File: src/rtl/rtc_pkg.sv
package rtc_pkg;

  localparam int RTC_DW     = 8;
  localparam int RTC_AW     = 3;
  localparam int NUM_FIELDS = 7;
  localparam int FLD_MAXW   = 7;
  localparam int CMD_ADDR   = 7;

  // field order: hundredths, seconds, minutes, hours, weekday, date, month
  function automatic int fld_w(input int i);
    case (i)
      0: return 7;
      1: return 6;
      2: return 6;
      3: return 5;
      4: return 3;
      5: return 5;
      default: return 4;
    endcase
  endfunction

  function automatic int fld_lsb(input int i);
    int s;
    s = 0;
    for (int k = 0; k < i; k++) s += fld_w(k);
    return s;
  endfunction

  localparam int TIME_W = fld_lsb(NUM_FIELDS);

  function automatic int fld_min(input int i);
    return (i == 5 || i == 6) ? 1 : 0;
  endfunction

  function automatic int fld_max(input int i);
    case (i)
      0: return 99;
      1: return 59;
      2: return 59;
      3: return 23;
      4: return 6;
      5: return 31;
      default: return 12;
    endcase
  endfunction

  // index of the field whose wrap steps field i, -1 for the tick itself
  function automatic int carry_src(input int i);
    case (i)
      0: return -1;
      4: return 3;
      5: return 3;
      default: return i - 1;
    endcase
  endfunction

  // per-field step enables from the base increment and the at-max flags
  function automatic logic [NUM_FIELDS-1:0] step_mask(input logic inc,
                                                      input logic [NUM_FIELDS-1:0] at_max);
    logic [NUM_FIELDS-1:0] s;
    s = '0;
    for (int i = 0; i < NUM_FIELDS; i++) begin
      if (carry_src(i) < 0) s[i] = inc;
      else                  s[i] = s[carry_src(i)] & at_max[carry_src(i)];
    end
    return s;
  endfunction

  function automatic logic [RTC_DW-1:0] get_field(input logic [TIME_W-1:0] v, input int i);
    logic [RTC_DW-1:0] r;
    r = '0;
    for (int b = 0; b < RTC_DW; b++)
      if (b < fld_w(i)) r[b] = v[fld_lsb(i) + b];
    return r;
  endfunction

  function automatic logic [TIME_W-1:0] reset_time();
    logic [TIME_W-1:0] r;
    r = '0;
    for (int i = 0; i < NUM_FIELDS; i++)
      for (int b = 0; b < fld_w(i); b++)
        r[fld_lsb(i) + b] = fld_min(i)[b];
    return r;
  endfunction

endpackage

File: src/rtl/rtc_field_ctr.sv
module rtc_field_ctr #(
  parameter int W    = 7,
  parameter int MINV = 0,
  parameter int MAXV = 99
) (
  input  logic         clk,
  input  logic         rst_n,
  input  logic         step,
  input  logic         load,
  input  logic [W-1:0] ld_val,
  output logic [W-1:0] val,
  output logic         at_max
);

  logic [W-1:0] q;

  // out-of-range loaded values also wrap on the next step
  assign at_max = (q >= W'(MAXV));
  assign val    = q;

  always_ff @(posedge clk or negedge rst_n) begin
    if (!rst_n)     q <= W'(MINV);
    else if (load)  q <= ld_val;
    else if (step)  q <= at_max ? W'(MINV) : W'(q + 1'b1);
  end

endmodule

File: src/rtl/rtc_bus_ctl.sv
module rtc_bus_ctl
  import rtc_pkg::*;
(
  input  logic              clk,
  input  logic              rst_n,
  input  logic              cs_n,
  input  logic              rd_n,
  input  logic              wr_n,
  input  logic              pwr_fail,
  input  logic [RTC_AW-1:0] addr,
  output logic              rd_act,
  output logic              wr_act,
  output logic              wr_time,
  output logic              store_pulse
);

  logic rd_act_q;

  assign rd_act  = !cs_n && !rd_n && !pwr_fail;
  assign wr_act  = !cs_n && !wr_n && !pwr_fail;
  assign wr_time = wr_act && (int'(addr) < NUM_FIELDS);

  always_ff @(posedge clk or negedge rst_n) begin
    if (!rst_n) rd_act_q <= 1'b0;
    else        rd_act_q <= rd_act;
  end

  // capture at the first cycle of a hundredths read
  assign store_pulse = rd_act && !rd_act_q && (addr == '0);

endmodule

File: src/rtl/rtc_tick_defer.sv
module rtc_tick_defer (
  input  logic clk,
  input  logic rst_n,
  input  logic tick,
  input  logic run,
  input  logic rd_act,
  output logic apply,
  output logic pending
);

  logic tick_run;

  assign tick_run = tick && run;
  assign apply    = !rd_act && (tick_run || pending);

  always_ff @(posedge clk or negedge rst_n) begin
    if (!rst_n)      pending <= 1'b0;
    else if (rd_act) pending <= pending || tick_run;         // one slot only
    else             pending <= pending && tick_run;
  end

endmodule

File: src/rtl/rtc_time_chain.sv
module rtc_time_chain
  import rtc_pkg::*;
(
  input  logic                clk,
  input  logic                rst_n,
  input  logic                inc,
  input  logic                wr_en,
  input  logic [RTC_AW-1:0]   wr_sel,
  input  logic [FLD_MAXW-1:0] wr_val,
  output logic [TIME_W-1:0]   live
);

  logic [NUM_FIELDS-1:0] at_max;
  logic [NUM_FIELDS-1:0] step;

  assign step = step_mask(inc, at_max);

  for (genvar g = 0; g < NUM_FIELDS; g++) begin : g_fld
    localparam int W   = fld_w(g);
    localparam int LSB = fld_lsb(g);
    logic [W-1:0] v;
    logic         ld;

    assign ld = wr_en && (int'(wr_sel) == g);

    rtc_field_ctr #(
      .W    (W),
      .MINV (fld_min(g)),
      .MAXV (fld_max(g))
    ) i_ctr (
      .clk    (clk),
      .rst_n  (rst_n),
      .step   (step[g]),
      .load   (ld),
      .ld_val (wr_val[W-1:0]),
      .val    (v),
      .at_max (at_max[g])
    );

    assign live[LSB +: W] = v;
  end

endmodule

File: src/rtl/rtc_snap_read.sv
module rtc_snap_read
  import rtc_pkg::*;
(
  input  logic              clk,
  input  logic              rst_n,
  input  logic              store,
  input  logic              rd_act,
  input  logic [RTC_AW-1:0] addr,
  input  logic [TIME_W-1:0] live,
  input  logic [RTC_DW-1:0] cmd,
  output logic [TIME_W-1:0] snap,
  output logic [RTC_DW-1:0] rdata,
  output logic              rdata_en
);

  logic [RTC_DW-1:0] sel;

  always_ff @(posedge clk or negedge rst_n) begin
    if (!rst_n)     snap <= reset_time();
    else if (store) snap <= live;
  end

  always_comb begin
    if (int'(addr) == CMD_ADDR)  sel = cmd;
    else if (store)              sel = get_field(live, 0);   // same value the snapshot takes
    else                         sel = get_field(snap, int'(addr));
  end

  assign rdata_en = rd_act;
  assign rdata    = rd_act ? sel : '0;

endmodule

File: src/rtl/rtc_snapshot_clock.sv
module rtc_snapshot_clock
  import rtc_pkg::*;
#(
  parameter int RUN_BIT = 3
) (
  input  logic              clk,
  input  logic              rst_n,
  input  logic              tick_100hz,
  input  logic              pwr_fail,
  input  logic              cs_n,
  input  logic              rd_n,
  input  logic              wr_n,
  input  logic [RTC_AW-1:0] addr,
  input  logic [RTC_DW-1:0] wdata,
  output logic [RTC_DW-1:0] rdata,
  output logic              rdata_en
);

  logic              rd_act, wr_act, wr_time, store_pulse;
  logic              apply, pending, inc_en, run;
  logic [RTC_DW-1:0] cmd_q;
  logic [TIME_W-1:0] live_time, snap_time;

  rtc_bus_ctl i_bus (
    .clk         (clk),
    .rst_n       (rst_n),
    .cs_n        (cs_n),
    .rd_n        (rd_n),
    .wr_n        (wr_n),
    .pwr_fail    (pwr_fail),
    .addr        (addr),
    .rd_act      (rd_act),
    .wr_act      (wr_act),
    .wr_time     (wr_time),
    .store_pulse (store_pulse)
  );

  always_ff @(posedge clk or negedge rst_n) begin
    if (!rst_n)                                      cmd_q <= '0;
    else if (wr_act && int'(addr) == CMD_ADDR)       cmd_q <= wdata;
  end

  assign run = cmd_q[RUN_BIT];

  rtc_tick_defer i_defer (
    .clk     (clk),
    .rst_n   (rst_n),
    .tick    (tick_100hz),
    .run     (run),
    .rd_act  (rd_act),
    .apply   (apply),
    .pending (pending)
  );

  // a time-field write discards the increment of the same cycle
  assign inc_en = apply && run && !wr_time;

  rtc_time_chain i_chain (
    .clk    (clk),
    .rst_n  (rst_n),
    .inc    (inc_en),
    .wr_en  (wr_time),
    .wr_sel (addr),
    .wr_val (wdata[FLD_MAXW-1:0]),
    .live   (live_time)
  );

  rtc_snap_read i_read (
    .clk      (clk),
    .rst_n    (rst_n),
    .store    (store_pulse),
    .rd_act   (rd_act),
    .addr     (addr),
    .live     (live_time),
    .cmd      (cmd_q),
    .snap     (snap_time),
    .rdata    (rdata),
    .rdata_en (rdata_en)
  );

endmodule

File: config.mk
export PLATFORM = sky130hd
export DESIGN_NAME = rtc_snapshot_clock
export DESIGN_NICKNAME = d
export VERILOG_FILES = /design/src/rtl/rtc_pkg.sv /design/src/rtl/rtc_field_ctr.sv /design/src/rtl/rtc_bus_ctl.sv /design/src/rtl/rtc_tick_defer.sv /design/src/rtl/rtc_time_chain.sv /design/src/rtl/rtc_snap_read.sv /design/src/rtl/rtc_snapshot_clock.sv
export SDC_FILE = /design/constraint.sdc
export NUM_CORES = 1
export LEC_CHECK = 0
export BUFFER_PORTS_ARGS = -buffer_cell sky130_fd_sc_hd__buf_4
export CORE_ASPECT_RATIO = 1.4
export CORE_MARGIN = 8
export CORE_UTILIZATION = 40
export DETAILED_ROUTE_END_ITERATION = 6
export PLACE_DENSITY = 0.56
export SYNTH_ARGS = -nofsm -noshare
export SYNTH_HDL_FRONTEND = slang
export SYNTH_SLANG_ARGS = --single-unit
export TNS_END_PERCENT = 20
File: constraint.sdc
create_clock -name clk -period 7.8 [get_ports clk]
set_input_delay 0.39 -clock clk [delete_from_list [all_inputs] [get_ports clk]]
set_output_delay 0.39 -clock clk [all_outputs]
set_load 0.05 [all_outputs]
* After elaboration in Yosys (flattened, before gate mapping)
Cells that the tools add are included.
** Word-level totals
- Bits in registers :: 82
- Latch bits :: 0
- Memory bits (writable) :: 0
- Memory bits (read-only) :: 0
- Input bits :: 18
- Output and inout bits :: 9
- Memories :: 0
** Operators by class
- Add/subtract/negate cells :: 62
- Multipliers :: 0
- Div/mod/pow operators :: 0
- Order comparisons :: 39
- Equal/unequal tests :: 12
- Shifts and indexed selects :: 0
- Mux-type cells :: 346
- Bitwise logic cells :: 5
- Reductions and logical operators :: 39
** Operator list (count)
- $mux 32 :: 280
- $add 32x32->32 :: 48
- $lt 32x8->1 const B :: 8
- $lt 4x32->1 const A :: 8
- $add 32x4->32 const B :: 4
- $lt 3x32->1 const A :: 4
- $add 32x3->32 const B :: 2
- $lt 1x32->1 const A :: 2
- $lt 2x32->1 const A :: 2
- $bmux 1 s6 :: 8
- $mux 6 :: 6
- $mux 1 :: 33
- $add 32x2->32 const B :: 1
- $mux 5 :: 6
- $mux 8 :: 3
- $mux 7 :: 3
- $logic_and 1x1->1 :: 20
- $eq 3x3->1 const B :: 6
- $reduce_bool 2->1 :: 7
- $add 6x1->6 const B :: 2
- $eq 3x2->1 const B :: 4
- $ge 6x6->1 const B :: 2
- $mux 4 :: 3
- $pmux 3 s4 :: 1
- 19 further kinds :: 40

* Longest topological paths before layout
Gate-level depths: netlist of the first run.
- Depth in word-level cells :: 35
- Depth in mapped cells :: 14
- Depth with buffers taken out :: 10

* Cells and area by module
From an unflattened synthesis of the first run, not the netlist that was laid out.
** Unflattened totals
- Cell total of the unflattened synthesis :: 673
- Area, all modules :: 5931.9 um^2
** Modules (own cells, without submodules)
- rtc_snap_read :: times used 1, cells each 355, area an instance 3002.9 um^2
- rtc_field_ctr at i_chain.g_fld[1].i_ctr ... :: times used 2, cells each 48, area an instance 414.1 um^2
- rtc_field_ctr at i_chain.g_fld[0].i_ctr :: times used 1, cells each 52, area an instance 450.4 um^2
- rtc_field_ctr at i_chain.g_fld[5].i_ctr :: times used 1, cells each 36, area an instance 351.6 um^2
- rtc_field_ctr at i_chain.g_fld[3].i_ctr :: times used 1, cells each 36, area an instance 340.3 um^2
- rtc_snapshot_clock :: times used 1, cells each 19, area an instance 319.1 um^2
- rtc_field_ctr at i_chain.g_fld[6].i_ctr :: times used 1, cells each 27, area an instance 229.0 um^2
- rtc_field_ctr at i_chain.g_fld[4].i_ctr :: times used 1, cells each 23, area an instance 196.4 um^2
- rtc_time_chain :: times used 1, cells each 17, area an instance 97.6 um^2
- rtc_bus_ctl :: times used 1, cells each 7, area an instance 68.8 um^2
- rtc_tick_defer :: times used 1, cells each 5, area an instance 47.5 um^2

* Least setup slack after synthesis of the first run
OpenSTA, ideal clock, no wires.
- Kind :: input -> output
- Start point :: input addr[2]
- End point :: output rdata[5]
- Arrival time :: 3.309 ns
- Slack :: 4.101 ns
- Stages :: 13
- Cells stage by stage :: buf_2 > buf_2 > inv_1 > ha_1 > buf_2 > and2b_1 > a2bb2oi_2 > a31o_2 > xnor2_1 > mux2i_1 > mux2i_1 > mux2i_1 > o22ai_1
** On the way
- Cells in the longest elaborated chain, start to end :: 19
- Elaborated cells on any way between the ends :: 39
- Classes of those cells :: 1 x add/sub; 8 x order compare; 6 x eq/ne; 20 x mux; 4 x reduce/logical
** Ends and longest elaborated chain
- start: declaration :: RTL line rtc_snapshot_clock.sv:13 : input logic [RTC_AW-1:0] addr,
- $lt 3x3->1 :: RTL line rtc_pkg.sv:25 : for (int k = 0; k < i; k++) s += fld_w(k);
- $mux 32 (7 in series) :: RTL line rtc_pkg.sv:25
- $mux 32 :: RTL line rtc_pkg.sv:73 : if (b < fld_w(i)) r[b] = v[fld_lsb(i) + b];
- $mux 32 :: RTL line rtc_snap_read.sv:25 : else if (store) sel = get_field(live, 0);
- $mux 32 :: RTL line rtc_snap_read.sv:24 : if (int'(addr) == CMD_ADDR) sel = cmd;
- $add 32x4->32 :: RTL line rtc_pkg.sv:73
- $bmux 1 s6 :: RTL line rtc_pkg.sv:73
- $mux 1 (not written as such) (2 in series) :: RTL line rtc_pkg.sv:73
- $mux 1 :: RTL line rtc_pkg.sv:73
- $mux 8 :: RTL line rtc_snap_read.sv:25
- $mux 8 (*) :: RTL line rtc_snap_read.sv:24
- $mux 8 (*) :: RTL line rtc_snap_read.sv:30 : assign rdata = rd_act ? sel : '0;
- end: declaration :: RTL line rtc_snapshot_clock.sv:15 : output logic [RTC_DW-1:0] rdata,
Every way passes the cells marked *; elsewhere a longest branch is shown, timed or not. The select of a mux whose other input is x is not followed.

* Final worst setup path of the first run
- Start point :: input addr[2]
- End point :: output rdata[6]
Same word-level chain as after synthesis.

==> results.txt, run 1 <==
----------------------------------------------------
[Finish]
  Area of combinational cells with multiple inputs ... 0.00411 mm^2
  Nets ... 701
  Layout Area Growth over Synthesis ... 9.32%
  # diodes ... 0
  Final core occ ... 44.8%
  Filler cell count ... 1,486
  Layout cell share with drive strength beyond 1 ... 22.6%
  Commonest cells after routing, fill and taps aside ... dfrtp_1, nand2_1, mux2_2
  Most frequent standard cell in the layout excluding fill and tap cells ... dfrtp_1
  Storage cell area ... 0.00206 mm^2

[Routing]
  First drt pass iteration count ... 5
  Detailed router's first-iteration violation count ... 453
  Routed wire per std cell ... 22.4 um
  Number of remaining DRC errors ... 0
  Routed wire length ... 19,500 um
  Post-DRT Antenna Nets ... 0
  Avg Vias per Cell ... 6.48
  Routed vias ... 5,634

[Pwr]
  Leakage power of the design ... 0.00291 uW
  Sequential cell fraction of total power ... 43.5%
  Fraction of power spent switching nets ... 35.4%
  Maximum ir drop on the vdd rail ... 0.160 mV
  Internal cell power ... 961 uW
  Share of power burned in combinational logic ... 27.7%
  Power per unit of standard cell area ... 213 mW/mm^2
  Net switching component of the power ... 526 uW
  Clock power share ... 28.8%

[STA]
  Worst setup slack after layout ... 3590 ps
  Number of endpoints failing setup at the final stage ... 0
  Setup clock skew after layout ... 7.70 ps
  Slew margin rel. ... 22.3%
  Number of hold violations in the final report ... 0
  Setup repair after global routing missed its margin ... false
  Final cycle utilization of the critical path ... 54.0%
  Max Transition Viols Final ... 0
  Transition time at the pin with the least slew margin ... 1160 ps
  Minimum clock period after layout ... 4210 ps
  Final total negative setup slack ... 0 ps
  Timing-limited maximum frequency ... 237 MHz

[Clock network]
  Setup repair bufs after CTS ... 0
  Clock transition at the registers of the reported paths ... 60 ps
  Clock sink count ... 82
  Clock buffer count from CTS ... 9
  Total number of H-tree levels ... 3
  Source-to-sink clock delay at the later pin of the worst-skew pair ... 340 ps
  Maximum buffer depth of the clock tree ... 2
  Clock Root Buffer ... clkbuf_16
  Post-CTS Hold Fix Bufs ... 1
  TritonCTS clock tree ... built
  Post-CTS Resized ... 0

[Global routing]
  Overall fraction of global-route tracks in use ... 19.5%
  Pin count of the biggest net entering global routing ... 61
  Antenna violations before repair ... 0
  First-pass GRT wire length ... 30,800 um
  Vias in the first global route ... 5,404
  Total congestion overflow ... 0

[Floorplanning]
  Initial Utilization ... 41.0%
  Top-level port count ... 27
  Overall die height ... 166 um
  Floorplan die area ... 0.0204 mm^2
  Placement Rows ... 54
  Horizontal extent of the die ... 123 um
  Core area ... 0.0156 mm^2

[Synth]
  Cell count after synthesis ... 662
  Post-Synthesis Mean Instance Area ... 9.67 um^2
  Register bit total from synthesis ... 82
  Number of warnings printed during yosys synthesis ... 0
  Post-synthesis cell type count ... 73
  Part of the Yosys area used for sequential elements ... 32.1%
  Number of enable-type register cells in the synthesized netlist ... 0
  Post-Syn Area ... 0.00640 mm^2
  Net Count, Synth ... 695
  Primary FF master, synth ... dfrtp_1
  Share of async-settable or async-resettable flops after synthesis ... 100%

[Worst hold path]
  Count of cells along the worst hold path ... 3
  Hold Path Sink ... i_chain.g_fld[0].i_ctr.val[6]
  Path category of the worst min-delay check ... input pin to register
  Launch point of the worst hold path ... wdata[6]

[Job]
  Max-cap check violation count ... 0

[Critical path]
  Startpoint of the worst-slack reg-to-reg timing path ... i_chain.g_fld[0].i_ctr.val[0]
  Endpoint kind of the worst setup timing path ... output port
  Arrival time at the worst endpoint ... 3820 ps
  Startpoint type of the worst setup path ... input pin
  Category of the critical setup timing path ... input pin to output port
  FF-to-FF path depth ... 9
  Endpoint of the most critical register-to-register path ... i_chain.g_fld[6].i_ctr.val[2]
  Slack of the worst reg-to-reg path ... 4440 ps
  Maximum fanout along the worst path ... 23
  Critical path data required time ... 7410 ps

[Outcome]
  Result of the run ... complete, no violations

[Placed design]
  Half-perimeter wire length after detailed placement ... 14,400 um
  Worst Setup Slack post-DPL ... 3610 ps
  Port-buffer cells ... 26
  Routability congestion estimate ... 0.928

----------------------------------------------------
## kinds of logic after synthesis
| family | Yosys count | synth area share, % |
|---|---|---|
| DFF | 82 | 32.1 |
| buffers and inverters | 48 | 3.73 |
| muxes | 126 | 26.9 |
| AOI/OAI and AO/OA | 168 | 16.7 |
| xor gates and xnor gates | 5 | 0.684 |
| adders and majority gates | 15 | 2.93 |
| and+or+nand+nor | 218 | 16.9 |
## cell usage after synthesis, drive strengths merged, types with 7 or more instances
| cell type | n | area, um^2 |
|---|---|---|
| dfrtp | 78 | 1950 |
| a21oi | 45 | 229 |
| nor2b | 9 | 56.3 |
| mux2i | 45 | 450 |
| a22oi | 7 | 52.6 |
| nor3 | 16 | 96.4 |
| nand3 | 27 | 135 |
| o211ai | 7 | 52.6 |
| clkbuf | 16 | 61.3 |
| nor2 | 47 | 186 |
| mux2 | 49 | 552 |
| buf | 22 | 140 |
| mux4 | 32 | 721 |
| a31oi | 18 | 113 |
| nand2 | 72 | 280 |
| and3 | 10 | 62.6 |
| o21ai | 48 | 244 |
| inv | 10 | 37.5 |
| ha | 15 | 188 |
## power groups by stage
stage | clock [uW] | combinational [uW] | sequential [uW]
CTS | 440 | 414 | 642
detailed placement | 0 | 411 | 650
floorplan | 0 | 325 | 594
global route | 451 | 455 | 662
finish | 428 | 413 | 647
global placement | 0 | 402 | 645
## metrics by stage
step | power (uW) | hold slack, ps | cell area, um^2 | instances
after global placement | 1050 | 300 | 6690 | 852
final | 1490 | 265 | 7000 | 869
after global routing | 1570 | 270 | 7000 | 869
after floorplan | 918 | 94.4 | 6400 | 662
after CTS | 1500 | 251 | 7000 | 869
after detailed placement | 1060 | 310 | 6690 | 852
## worst max-delay path by stage
stage | startpoint | to | cells after the start
floorplan | addr[2] | rdata[5] | 13
global placement | addr[2] | rdata[6] | 11
detailed placement | addr[2] | rdata[6] | 12
CTS | addr[2] | rdata[6] | 12
global route | addr[2] | rdata[6] | 11
finish | addr[2] | rdata[6] | 12
## worst max-delay path, cell delays in order
cell     delay [ps]
buf_4           190
inv_1           170
ha_1            440
nor2b_1         130
o21ai_2         220
and2_1          630
a21oi_2         130
xnor2_1         330
mux4_2          550
a22oi_1         290
o22ai_1         130
buf_4           210
## registers in the layout, indices dropped and copies added, names as in the netlist
name / count
i_read.snap: 36
i_bus.rd_act_q: 1
cmd_q: 8
i_defer.pending: 1
i_chain.g_fld.i_ctr.val: 36
## routing by layer
layer / global-route usage, % / vias up / part of all wire [%]
met4: 9.10 / 0 / 4.0
met1: 24.9 / 2815 / 41
li1: - / 2536 / -
met2: 30.4 / 238 / 48
met5: 0 / - / 0
met3: 4.19 / 45 / 7.1
## area by class of cell
type | count | share of cell area, %
Sequential cell | 82 | 29.4
Tap cell | 196 | 3.50
Clock inverter | 7 | 1.00
Multi-Input combinational cell | 532 | 58.8
Timing Repair Buffer | 33 | 3.58
Inverter | 10 | 0.536
Clock buffer | 9 | 3.22
(Power assumes the default switching activity.)
==> run 2: changes to the inputs <==
clock period = 4.2 ns   (was 7.8 ns; I/O delays follow)
==> results.txt, run 2 (synthesized netlist as in run 1, its figures left out) <==
----------------------------------------------------
[Outcome]
  Result of the run ... complete, no violations

[Floorplanning]
  Placement Rows ... 54
  Initial Utilization ... 41.0%
  Horizontal extent of the die ... 123 um
  Core area ... 0.0156 mm^2
  Floorplan die area ... 0.0204 mm^2
  Top-level port count ... 27
  Overall die height ... 166 um

[Global routing]
  First-pass GRT wire length ... 30,500 um
  Antenna violations before repair ... 0
  Vias in the first global route ... 5,365
  Total congestion overflow ... 0
  Overall fraction of global-route tracks in use ... 19.3%
  Pin count of the biggest net entering global routing ... 55

[Pwr]
  Overall power of the completed layout ... 2690 uW
  Clock power share ... 26.9%
  Share of power burned in combinational logic ... 28.3%
  Net switching component of the power ... 948 uW
  Sequential cell fraction of total power ... 44.8%
  Maximum ir drop on the vdd rail ... 0.179 mV
  Leakage power of the design ... 0.00292 uW
  Internal cell power ... 1750 uW
  Power per unit of standard cell area ... 384 mW/mm^2
  Fraction of power spent switching nets ... 35.2%

[Routing]
  Number of remaining DRC errors ... 0
  Routed vias ... 5,490
  Avg Vias per Cell ... 6.27
  First drt pass iteration count ... 5
  Routed wire per std cell ... 22.0 um
  Detailed router's first-iteration violation count ... 462
  Post-DRT Antenna Nets ... 0
  Routed wire length ... 19,300 um

[STA]
  Final cycle utilization of the critical path ... 87.1%
  Setup repair after global routing missed its margin ... false
  Transition time at the pin with the least slew margin ... 873 ps
  Minimum clock period after layout ... 3660 ps
  Number of endpoints failing setup at the final stage ... 0
  Worst hold slack after final layout ... 92.9 ps
  Max Transition Viols Final ... 0
  Setup clock skew after layout ... 9.52 ps
  Slew margin rel. ... 41.7%
  Final total negative setup slack ... 0 ps
  Number of hold violations in the final report ... 0
  Timing-limited maximum frequency ... 273 MHz

[Finish]
  Final core occ ... 44.9%
  Post-route cell area ... 0.00701 mm^2
  Commonest cells after routing, fill and taps aside ... dfrtp_1, nand2_1, mux2_2
  Nets ... 707
  Layout Area Growth over Synthesis ... 9.58%
  # diodes ... 0
  Most frequent standard cell in the layout excluding fill and tap cells ... dfrtp_1
  Layout cell share with drive strength beyond 1 ... 22.7%

[Worst hold path]
  Path category of the worst min-delay check ... input pin to register
  Count of cells along the worst hold path ... 3
  Launch point of the worst hold path ... wdata[6]
  Hold Path Sink ... i_chain.g_fld[0].i_ctr.val[6]

[Critical path]
  Startpoint type of the worst setup path ... input pin
  Slack of the worst reg-to-reg path ... 1270 ps
  Endpoint of the most critical register-to-register path ... i_chain.g_fld[6].i_ctr.val[2]
  Category of the critical setup timing path ... input pin to output port
  Arrival time at the worst endpoint ... 3450 ps
  Startpoint of the worst-slack reg-to-reg timing path ... i_chain.g_fld[0].i_ctr.val[1]
  Critical path data required time ... 3990 ps
  Endpoint kind of the worst setup timing path ... output port
  FF-to-FF path depth ... 10
  Maximum fanout along the worst path ... 23

[Clock network]
  Total number of H-tree levels ... 3
  Setup repair bufs after CTS ... 0
  Clock sink count ... 82
  Source-to-sink clock delay at the later pin of the worst-skew pair ... 340 ps
  Post-CTS Resized ... 0
  Clock buffer count from CTS ... 9
  Clock transition at the registers of the reported paths ... 60 ps
  Maximum buffer depth of the clock tree ... 2
  TritonCTS clock tree ... built
  Clock Root Buffer ... clkbuf_16

[Placed design]
  Total placed instance area ... 0.00674 mm^2
  Port-buffer cells ... 26
  Half-perimeter wire length after detailed placement ... 14,500 um
  Routability congestion estimate ... 0.945

[Job]
  Max-cap check violation count ... 0

----------------------------------------------------
[run 2: cell count changes in the layout (fill, tap and decap cells not counted)]
cell       change
bufinv_16      -1
buf_4          +6
clkinv_2       -2
clkbuf_8       +1
clkinv_4       -2
clkbuf_1       +4
[run 2: worst max-delay path by stage]
stage	slack [ps]	startpoint	cells after the start	to
6_report	540	addr[2]	11	rdata[1]
5_1_grt	230	addr[2]	12	rdata[1]
4_1_cts	600	addr[2]	11	rdata[1]
3_5_place_dp	660	addr[2]	11	rdata[1]
3_3_place_gp	760	addr[2]	11	rdata[1]
2_1_floorplan	860	addr[2]	13	rdata[5]
[run 2: power by group through the flow]
stage,Combinational (uW),Sequential [uW],Clock (uW)
2_1_floorplan,603,1100,0
3_3_place_gp,745,1210,0
3_5_place_dp,761,1210,0
4_1_cts,764,1200,742
5_1_grt,838,1240,776
6_report,764,1210,725
[run 2: layout make-up]
class                           count  area, um^2
Inverter                           10        37.5
Clock buffer                       14         254
Fill cell                        1511        8590
Clock inverter                      2        12.5
Timing Repair Buffer               39         295
Multi-Input combinational cell    532        4110
Sequential cell                    82        2060
Tap cell                          196         245
[run 2: critical path: stages]
cell and delay, ps:
buf_4 230, inv_1 150, ha_1 360, o21bai_1 400, nand2_2 450, mux4_2 520
mux2i_1 100, a2111oi_0 490, nor3_1 120, a21oi_1 190, buf_4 230
[run 2: stage by stage]
stage	worst slack [ps]	cells
detailed placement	655	858
floorplan	861	662
finish	540	875
global placement	763	858
CTS	604	875
global route	227	875
[run 2: timing repair]
item,4_1_cts,5_1_grt
hold buffers,1,0
hold endpoints to repair,28,0
setup endpoints to repair,0,0
[run 2: per-layer routing]
metal / routed length [um] / up-vias / part of all wire [%] / GRT usage, %
met5: 0 / - / 0 / 0
met4: 994 / 0 / 5.2 / 10.3
met3: 1010 / 53 / 5.2 / 3.16
met2: 9390 / 198 / 49 / 30.6
met1: 7890 / 2697 / 41 / 24.5
li1: - / 2542 / - / -
